<file path="src/rtl/isinc_pkg.sv">
package isinc_pkg;

  localparam int DEF_TAPS   = 21;
  localparam int DEF_COEF_W = 16;
  localparam int DEF_NUNIQ  = (DEF_TAPS + 1) / 2;

  // Unique coefficients, Q1.15; element 0 (LSBs) is the outermost tap,
  // the last element (MSBs) is the centre tap.
  localparam logic [DEF_NUNIQ*DEF_COEF_W-1:0] DEF_COEFS = {
    16'sd26600, 16'sd4700, -16'sd2550, 16'sd1450, -16'sd700, 16'sd250,
    16'sd0, -16'sd110, 16'sd130, -16'sd95, 16'sd40
  };

endpackage

</file>
<file path="src/rtl/isinc_delay_line.sv">
module isinc_delay_line #(
  parameter int TAPS = 21,
  parameter int W    = 10
) (
  input  logic                  clk,
  input  logic                  rst,
  input  logic                  en,
  input  logic [W-1:0]          din,
  output logic [TAPS-1:0][W-1:0] taps
);

  always_ff @(posedge clk) begin
    if (rst) begin
      taps <= '0;
    end else if (en) begin
      taps[0] <= din;
      for (int i = 1; i < TAPS; i++) taps[i] <= taps[i-1];
    end
  end

  // each enabled edge moves the line by exactly one position
  a_r2_line_shift: assert property (@(posedge clk) disable iff (rst)
    en |=> taps[1] == $past(taps[0]));

  // disabled cycles leave the line untouched
  a_r6_line_hold: assert property (@(posedge clk) disable iff (rst)
    !en |=> $stable(taps));

  // reset empties the line
  a_r1_line_clear: assert property (@(posedge clk)
    rst |=> taps == '0);

endmodule

</file>
<file path="src/rtl/isinc_fold_mac.sv">
module isinc_fold_mac #(
  parameter int TAPS   = 21,
  parameter int IN_W   = 10,
  parameter int COEF_W = 16,
  parameter int ACC_W  = 31,
  parameter logic [((TAPS+1)/2)*COEF_W-1:0] COEFS = '0
) (
  input  logic                      clk,
  input  logic                      rst,
  input  logic                      en,
  input  logic [TAPS-1:0][IN_W-1:0] taps,
  output logic signed [ACC_W-1:0]   acc
);

  localparam int NUNIQ  = (TAPS + 1) / 2;
  localparam int SUM_W  = IN_W + 1;
  localparam int PROD_W = SUM_W + COEF_W;
  localparam bit ODD    = (TAPS % 2) == 1;

  logic signed [PROD_W-1:0] prod_q [NUNIQ];

  for (genvar k = 0; k < NUNIQ; k++) begin : g_fold
    logic signed [SUM_W-1:0]  pre;
    logic signed [COEF_W-1:0] coef;

    assign coef = COEFS[k*COEF_W +: COEF_W];

    if (ODD && (k == NUNIQ - 1)) begin : g_centre
      assign pre = {taps[k][IN_W-1], taps[k]};
    end else begin : g_pair
      assign pre = {taps[k][IN_W-1], taps[k]}
                 + {taps[TAPS-1-k][IN_W-1], taps[TAPS-1-k]};
    end

    always_ff @(posedge clk) begin
      if (rst)     prod_q[k] <= '0;
      else if (en) prod_q[k] <= pre * coef;
    end
  end

  always_comb begin
    acc = '0;
    for (int k = 0; k < NUNIQ; k++)
      acc = acc + {{(ACC_W-PROD_W){prod_q[k][PROD_W-1]}}, prod_q[k]};
  end

  // cleared products give a zero sum
  a_r1_mac_clear: assert property (@(posedge clk)
    rst |=> acc == '0);

  // sum frozen while disabled
  a_r6_mac_hold: assert property (@(posedge clk) disable iff (rst)
    !en |=> $stable(acc));

endmodule

</file>
<file path="src/rtl/isinc_out_quant.sv">
module isinc_out_quant #(
  parameter int ACC_W = 31,
  parameter int SHIFT = 15,
  parameter int OUT_W = 11
) (
  input  logic                    clk,
  input  logic                    rst,
  input  logic                    en,
  input  logic signed [ACC_W-1:0] acc,
  output logic signed [OUT_W-1:0] y
);

  logic [ACC_W-1:0] acc_u;
  assign acc_u = acc;

  // Dropping low bits floors; keeping low word bits wraps.
  always_ff @(posedge clk) begin
    if (rst)     y <= '0;
    else if (en) y <= acc_u[SHIFT +: OUT_W];
  end

  // output register holds while disabled
  a_r6_out_hold: assert property (@(posedge clk) disable iff (rst)
    !en |=> $stable(y));

endmodule

</file>
<file path="src/rtl/isinc_fir.sv">
module isinc_fir #(
  parameter int TAPS      = 21,
  parameter int IN_W      = 10,
  parameter int IN_FRAC   = 9,
  parameter int COEF_W    = 16,
  parameter int COEF_FRAC = 15,
  parameter int GBITS     = 1,
  parameter logic [((TAPS+1)/2)*COEF_W-1:0] COEFS = isinc_pkg::DEF_COEFS
) (
  input  logic                         clk,
  input  logic                         rst,
  input  logic                         en,
  input  logic signed [IN_W-1:0]       x_in,
  output logic signed [IN_W+GBITS-1:0] y_out
);

  localparam int NUNIQ    = (TAPS + 1) / 2;
  localparam int GROWTH   = $clog2(NUNIQ);
  localparam int ACC_W    = IN_W + 1 + COEF_W + GROWTH;
  localparam int OUT_W    = IN_W + GBITS;
  localparam int OUT_FRAC = IN_FRAC;
  localparam int SHIFT    = COEF_FRAC + IN_FRAC - OUT_FRAC;

  logic [TAPS-1:0][IN_W-1:0] taps;
  logic signed [ACC_W-1:0]   acc;

  isinc_delay_line #(.TAPS(TAPS), .W(IN_W)) u_line (
    .clk(clk), .rst(rst), .en(en), .din(x_in), .taps(taps)
  );

  isinc_fold_mac #(
    .TAPS(TAPS), .IN_W(IN_W), .COEF_W(COEF_W), .ACC_W(ACC_W), .COEFS(COEFS)
  ) u_mac (
    .clk(clk), .rst(rst), .en(en), .taps(taps), .acc(acc)
  );

  isinc_out_quant #(.ACC_W(ACC_W), .SHIFT(SHIFT), .OUT_W(OUT_W)) u_quant (
    .clk(clk), .rst(rst), .en(en), .acc(acc), .y(y_out)
  );

  // output reads zero right after a reset edge
  a_r1_reset_out: assert property (@(posedge clk)
    rst |=> y_out == '0);

  // output port holds while disabled
  a_r6_port_hold: assert property (@(posedge clk) disable iff (rst)
    !en |=> $stable(y_out));

endmodule

</file>
<file path="config.mk">
export PLATFORM = sky130hd
export DESIGN_NAME = isinc_fir
export DESIGN_NICKNAME = d
export VERILOG_FILES = /design/src/rtl/isinc_pkg.sv /design/src/rtl/isinc_delay_line.sv /design/src/rtl/isinc_fold_mac.sv /design/src/rtl/isinc_out_quant.sv /design/src/rtl/isinc_fir.sv
export SDC_FILE = /design/constraint.sdc
export NUM_CORES = 2
export LEC_CHECK = 0
export BUFFER_PORTS_ARGS = -buffer_cell sky130_fd_sc_hd__buf_2
export CORE_ASPECT_RATIO = 1.4
export CORE_MARGIN = 2
export CORE_UTILIZATION = 35
export DETAILED_ROUTE_END_ITERATION = 8
export GPL_TIMING_DRIVEN = 0
export PLACE_DENSITY_LB_ADDON = 0.3
export SLEW_MARGIN = 20
export SYNTH_ARGS = -nofsm -noshare
export SYNTH_HDL_FRONTEND = slang
export SYNTH_SLANG_ARGS = --single-unit
</file>
<file path="constraint.sdc">
create_clock -name clk -period 11.1 [get_ports clk]
set_input_delay 2.22 -clock clk [delete_from_list [all_inputs] [get_ports clk]]
set_output_delay 2.22 -clock clk [all_outputs]
set_load 0.02 [all_outputs]
</file>
Word-level counts from Yosys, hierarchy flattened
Memories as Yosys holds them, arrays and structs flattened.
Index checks and enable logic that the tools add are counted.
Storage, ports and cells
  register bits after elaboration: 221
  memory bits (writable): 297
  input port bits: 13
  output and inout port bits: 11
  word-level logic and storage cells: 79
  memories kept: 1
Cells by class
  $add $sub $neg: 19
  multipliers: 10
  multiplexer cells: 16
  bitwise logic cells: 11
Memory list
  u_mac.prod_q: words 11, width 27, rd ports 11, clocked after Yosys merged registers in 0, write ports 11, line isinc_fold_mac.sv:20  | logic signed [PROD_W-1:0] prod_q [NUNIQ];
Operators by type and width (number)
  $mux W27: 11
  $add A26 B26 Y26: 10
  $add A10 B10 Y11: 9
  $mul A11 B8 Y19 const B: 3
  $mul A11 B12 Y23 const B: 2
  $mul A10 B13 Y23 const B: 1
  $mul A11 B11 Y22 const B: 1
  $mul A11 B9 Y20 const B: 1
  $mul A11 B7 Y18 const B: 1
  $mul A11 B4 Y15 const B: 1
  $or A1 B1 Y1: 11
  $mux W1: 5

Logic depth before layout (Yosys ltp)
An unclocked memory read counts as a cell.
  word-level depth: 11
  depth in mapped cells: 29
  gate-level depth less buffers: 29

By module
Synthesis repeated with hierarchy kept, for this count alone.
Unflattened totals
  cells, all modules: 3832
  area total of the unflattened synthesis: 40707.8 µm²
By module, submodules not included
  isinc_fold_mac: instances 1, cells each 3120, area an instance 32665.1 µm², sequential area each 6035.8 µm²
  isinc_delay_line: instances 1, cells each 677, area an instance 7656.1 µm², sequential area each 4204.0 µm²
  isinc_out_quant: instances 1, cells each 35, area an instance 386.6 µm², sequential area each 220.2 µm²

Worst setup path after synthesis
No wires, ideal clock.
  path type: in2reg
  from: in rst
  to: mem u_mac.prod_q[0][10] (netlist bit) (enable)
  setup time: 551 ps
  data arrival time: 6473 ps
  required time: 10549 ps
  slack: 4076 ps
  stages: 3
  path buffers: 1
  cells stage by stage: clkbuf_1 nor2_1 inv_1
RTL lines
  start: declaration: line isinc_fir.sv:11  | input logic rst,
  end: declaration: line isinc_fold_mac.sv:20

==> out/qor.tcl <==
set qor(synth-seq-cells) 421
set qor(power_leakage_nw) 21.74
set qor(routed_wl_mm) 102.0
set qor(cp_slowest_stage_delay_ns) 0.55
set qor(worst_clock_skew_ns) 0.01638
set qor(initial_antenna_violation_count) 0
set qor(grt_setup_unrepaired) {no}
set qor(post-cts-setup-buffers) 0
set qor(grt_start_max_net_pins) 106
set qor(ys_top_cells_by_count) {sky130_fd_sc_hd__ha_1, sky130_fd_sc_hd__inv_1, sky130_fd_sc_hd__nor2_1}
set qor(row_count) 145
set qor(cts.root.buffer_cell) {sky130_fd_sc_hd__clkbuf_16}
set qor(post-dp-hpwl_mm) 87.05
set qor(crit_path_max_fanout) 9
set qor(num_io_pins) 24
set qor(min_period_ns) 7.811
set qor(cts_tree) {yes}
set qor(drt_iter0_markers) 1156
set qor(met3_length_mm) 2.398
set qor(ys_warn_count) 0
set qor(synth_fp_nets) 4736
set qor(synth.distinct_cells) 68
set qor(initial_core_util_pct) 35.23
set qor(syn_inst) 3672
set qor(clockBufferDepth) 3
set qor(stdcell_area_um2) 42900
set qor(vertical_extent_of_the_die_um) 400.2
set qor(met1_length_mm) 39.14
set qor(drtPass1Iterations) 7
set qor(place_area_um2) 41290
set qor(synthesized_area_per_cell_um2) 10.69
set qor(timing_worst_setup_path_type) {reg2reg}
set qor(end_kind) {flop}
set qor(die_w_um) 287.0
set qor(final_antenna_net_count) 0
set qor(core_region_area_um2) 111400
set qor(cts_hold_buffers) 0
set qor(worst_ep_required_time_ns) 11.55
set qor(worst_slew_margin_rel_pct) 24.49
set qor(hold_path.class) {reg2reg}
set qor(detail_route.wl_per_cell_um) 19.43
set qor(status) {finished, final reports clean}
set qor(highest_signal_layer_in_the_routed_design) {met4}
set qor(max_slew_violation_total_from_the_final_report) 0
set qor(powerDensity_nw_per_um2) 123.4
set qor(timing.final.hold_violations) 0
set qor(worst_path_dominant_cell_family) {adder cells}
set qor(post_cts_resize_count) 0
set qor(diodes) 0
set qor(htreeDepth) 2
set qor(synth_edf_count) 200
set qor(tns_ns) 0
set qor(grtUsageTotal_pct) 17.94
set qor(flow.area_growth_from_synthesis_pct) 9.306
set qor(most_frequent_cell_after_synthesis) {sky130_fd_sc_hd__ha_1}
set qor(async_flop_share_pct) 0
set qor(gp_routability_congestion) 0.8763
set qor(slowest_cp_cell) {sky130_fd_sc_hd__fa_1}
set qor(report.final.setup_viol) 0
set qor(fillCellCount) 10978
set qor(worstMarginPinSlew_ns) 1.128
set qor(max_cap_violations) 0
set qor(seq_area_frac_synth_pct) 26.57
set qor(place.port_buffers) 22
set qor(finish.net_count) 4809
set qor(num_vias) 25555
set qor(vias_per_cell) 4.866
set qor(critical_path.n_buffers_inverters) 5
set qor(max_freq_mhz) 128.0
set qor(clkSlewWorstSetupHoldPaths_ns) 0.06
set qor(first_global_vias) 26662
set qor(insertion_delay_ns) 0.61
set qor(mappedNetlistArea_um2) 39250
set qor(die-area_um2) 114900
set qor(yosysTopAreaCellShare_pct) 21.07
set qor(post_route_cells_drive_above_1_share_pct) 3.675
set qor(clock_sinks) 421
set qor(yosysTopAreaCell) {sky130_fd_sc_hd__fa_1}
set qor(synth_area_leaders) {sky130_fd_sc_hd__fa_1, sky130_fd_sc_hd__ha_1, sky130_fd_sc_hd__edfxtp_1}
set qor(vdd.ir_drop.worst_mv) 0.1151
set qor(yosys_most_used_dff) {sky130_fd_sc_hd__dfxtp_1}
set qor(timing.critical_path.arrival_ns) 8.26
set qor(drc) 0
set qor(wl_met2_mm) 54.81
set qor(startpoint_type) {flop}
set qor(cts_made_buffers) 46
set qor(final.period_utilization_pct) 70.37
set qor(grt_pass1_wl_mm) 156.3
set qor(global_route.overflow_total) 0
## routing by layer
metal	track usage (%)	vias to the layer above
li1	-	12477
met1	19.93	12594
met2	33.88	345
met3	1.401	139
met4	8.854	0
met5	0	-
## placed cells by master, fill, tap and decap left out, types with 21 or more instances in the layout
cell	instances
sky130_fd_sc_hd__a21o_1	77
sky130_fd_sc_hd__a21oi_1	129
sky130_fd_sc_hd__and2_1	66
sky130_fd_sc_hd__buf_1	21
sky130_fd_sc_hd__buf_2	22
sky130_fd_sc_hd__clkbuf_1	50
sky130_fd_sc_hd__clkbuf_16	48
sky130_fd_sc_hd__dfxtp_1	221
sky130_fd_sc_hd__edfxtp_1	200
sky130_fd_sc_hd__fa_1	413
sky130_fd_sc_hd__ha_1	638
sky130_fd_sc_hd__inv_1	520
sky130_fd_sc_hd__mux2i_1	215
sky130_fd_sc_hd__nand2_1	63
sky130_fd_sc_hd__nand3_1	30
sky130_fd_sc_hd__nor2_1	427
sky130_fd_sc_hd__nor3_1	37
sky130_fd_sc_hd__o21ai_0	89
sky130_fd_sc_hd__o21bai_1	26
sky130_fd_sc_hd__xnor2_1	148
sky130_fd_sc_hd__xor2_1	84
## through the flow
stage               setup WS, ns  util [%]  std cells  total power [mW]  hold WS [ns]
global route               2.830     38.51       5252             5.635        0.4877
floorplan                  4.076         -       3672             3.161        0.4524
CTS                        3.240     38.51       5252             5.345        0.4530
detailed placement         3.295     37.06       5167             3.678        0.4432
finish                     3.289     38.51       5252             5.294        0.4487
global placement           1.092     36.98       5164             3.646        0.4360
## path summary, 6_finish.rpt
| check | startpoint | endpoint | slack [ns] | depth (start not counted) |
|---|---|---|---|---|
| min | u_quant.y[9] | u_quant.y[9] | 0.45 | 2 |
| max reg2reg | u_line.taps[120] | u_mac.prod_q[4][25] | 3.29 | 29 |
| max | u_line.taps[120] | u_mac.prod_q[4][25] | 3.29 | 29 |
| min reg2reg | u_quant.y[9] | u_quant.y[9] | 0.45 | 2 |
## report_power, final
group	internal, mW	total, mW	switching, mW
logic	0.819	1.91	1.09
registers	1.69	1.74	0.0473
clock network	0.947	1.65	0.700
## cell families after synthesis
logic type / Yosys count / synth area share, %
mux: 222 / 5.684
simple gates: 713 / 8.066
xor+xnor: 233 / 5.200
compound gates: 441 / 7.418
buf+inv: 591 / 5.652
flops: 421 / 26.57
fa+ha+maj: 1051 / 41.41
## state kept, by name (all words and copies together) (netlist names)
register      cells
u_line.taps     210
u_quant.y        11
u_mac.prod_q    200
## worst min-delay path, delay by kind of cell (launching register included)
kind / cells / cell delay [ns]
flip-flops: 1 / 0.31
AND/OR/NAND/NOR: 2 / 0.09
## area by class of cell
type / instances / area [um^2] / area share, %
Inverter: 521 / 1963 / 4.576
Multi-Input combinational cell: 2660 / 26620 / 62.06
Clock inverter: 28 / 336.6 / 0.7846
Timing Repair Buffer: 25 / 163.9 / 0.3821
Tap cell: 1470 / 1839 / 4.287
Sequential cell: 421 / 10430 / 24.31
Clock buffer: 57 / 1276 / 2.975
Buffer: 70 / 266.5 / 0.6212
No activity file was read; power rests on OpenSTA's default activity.
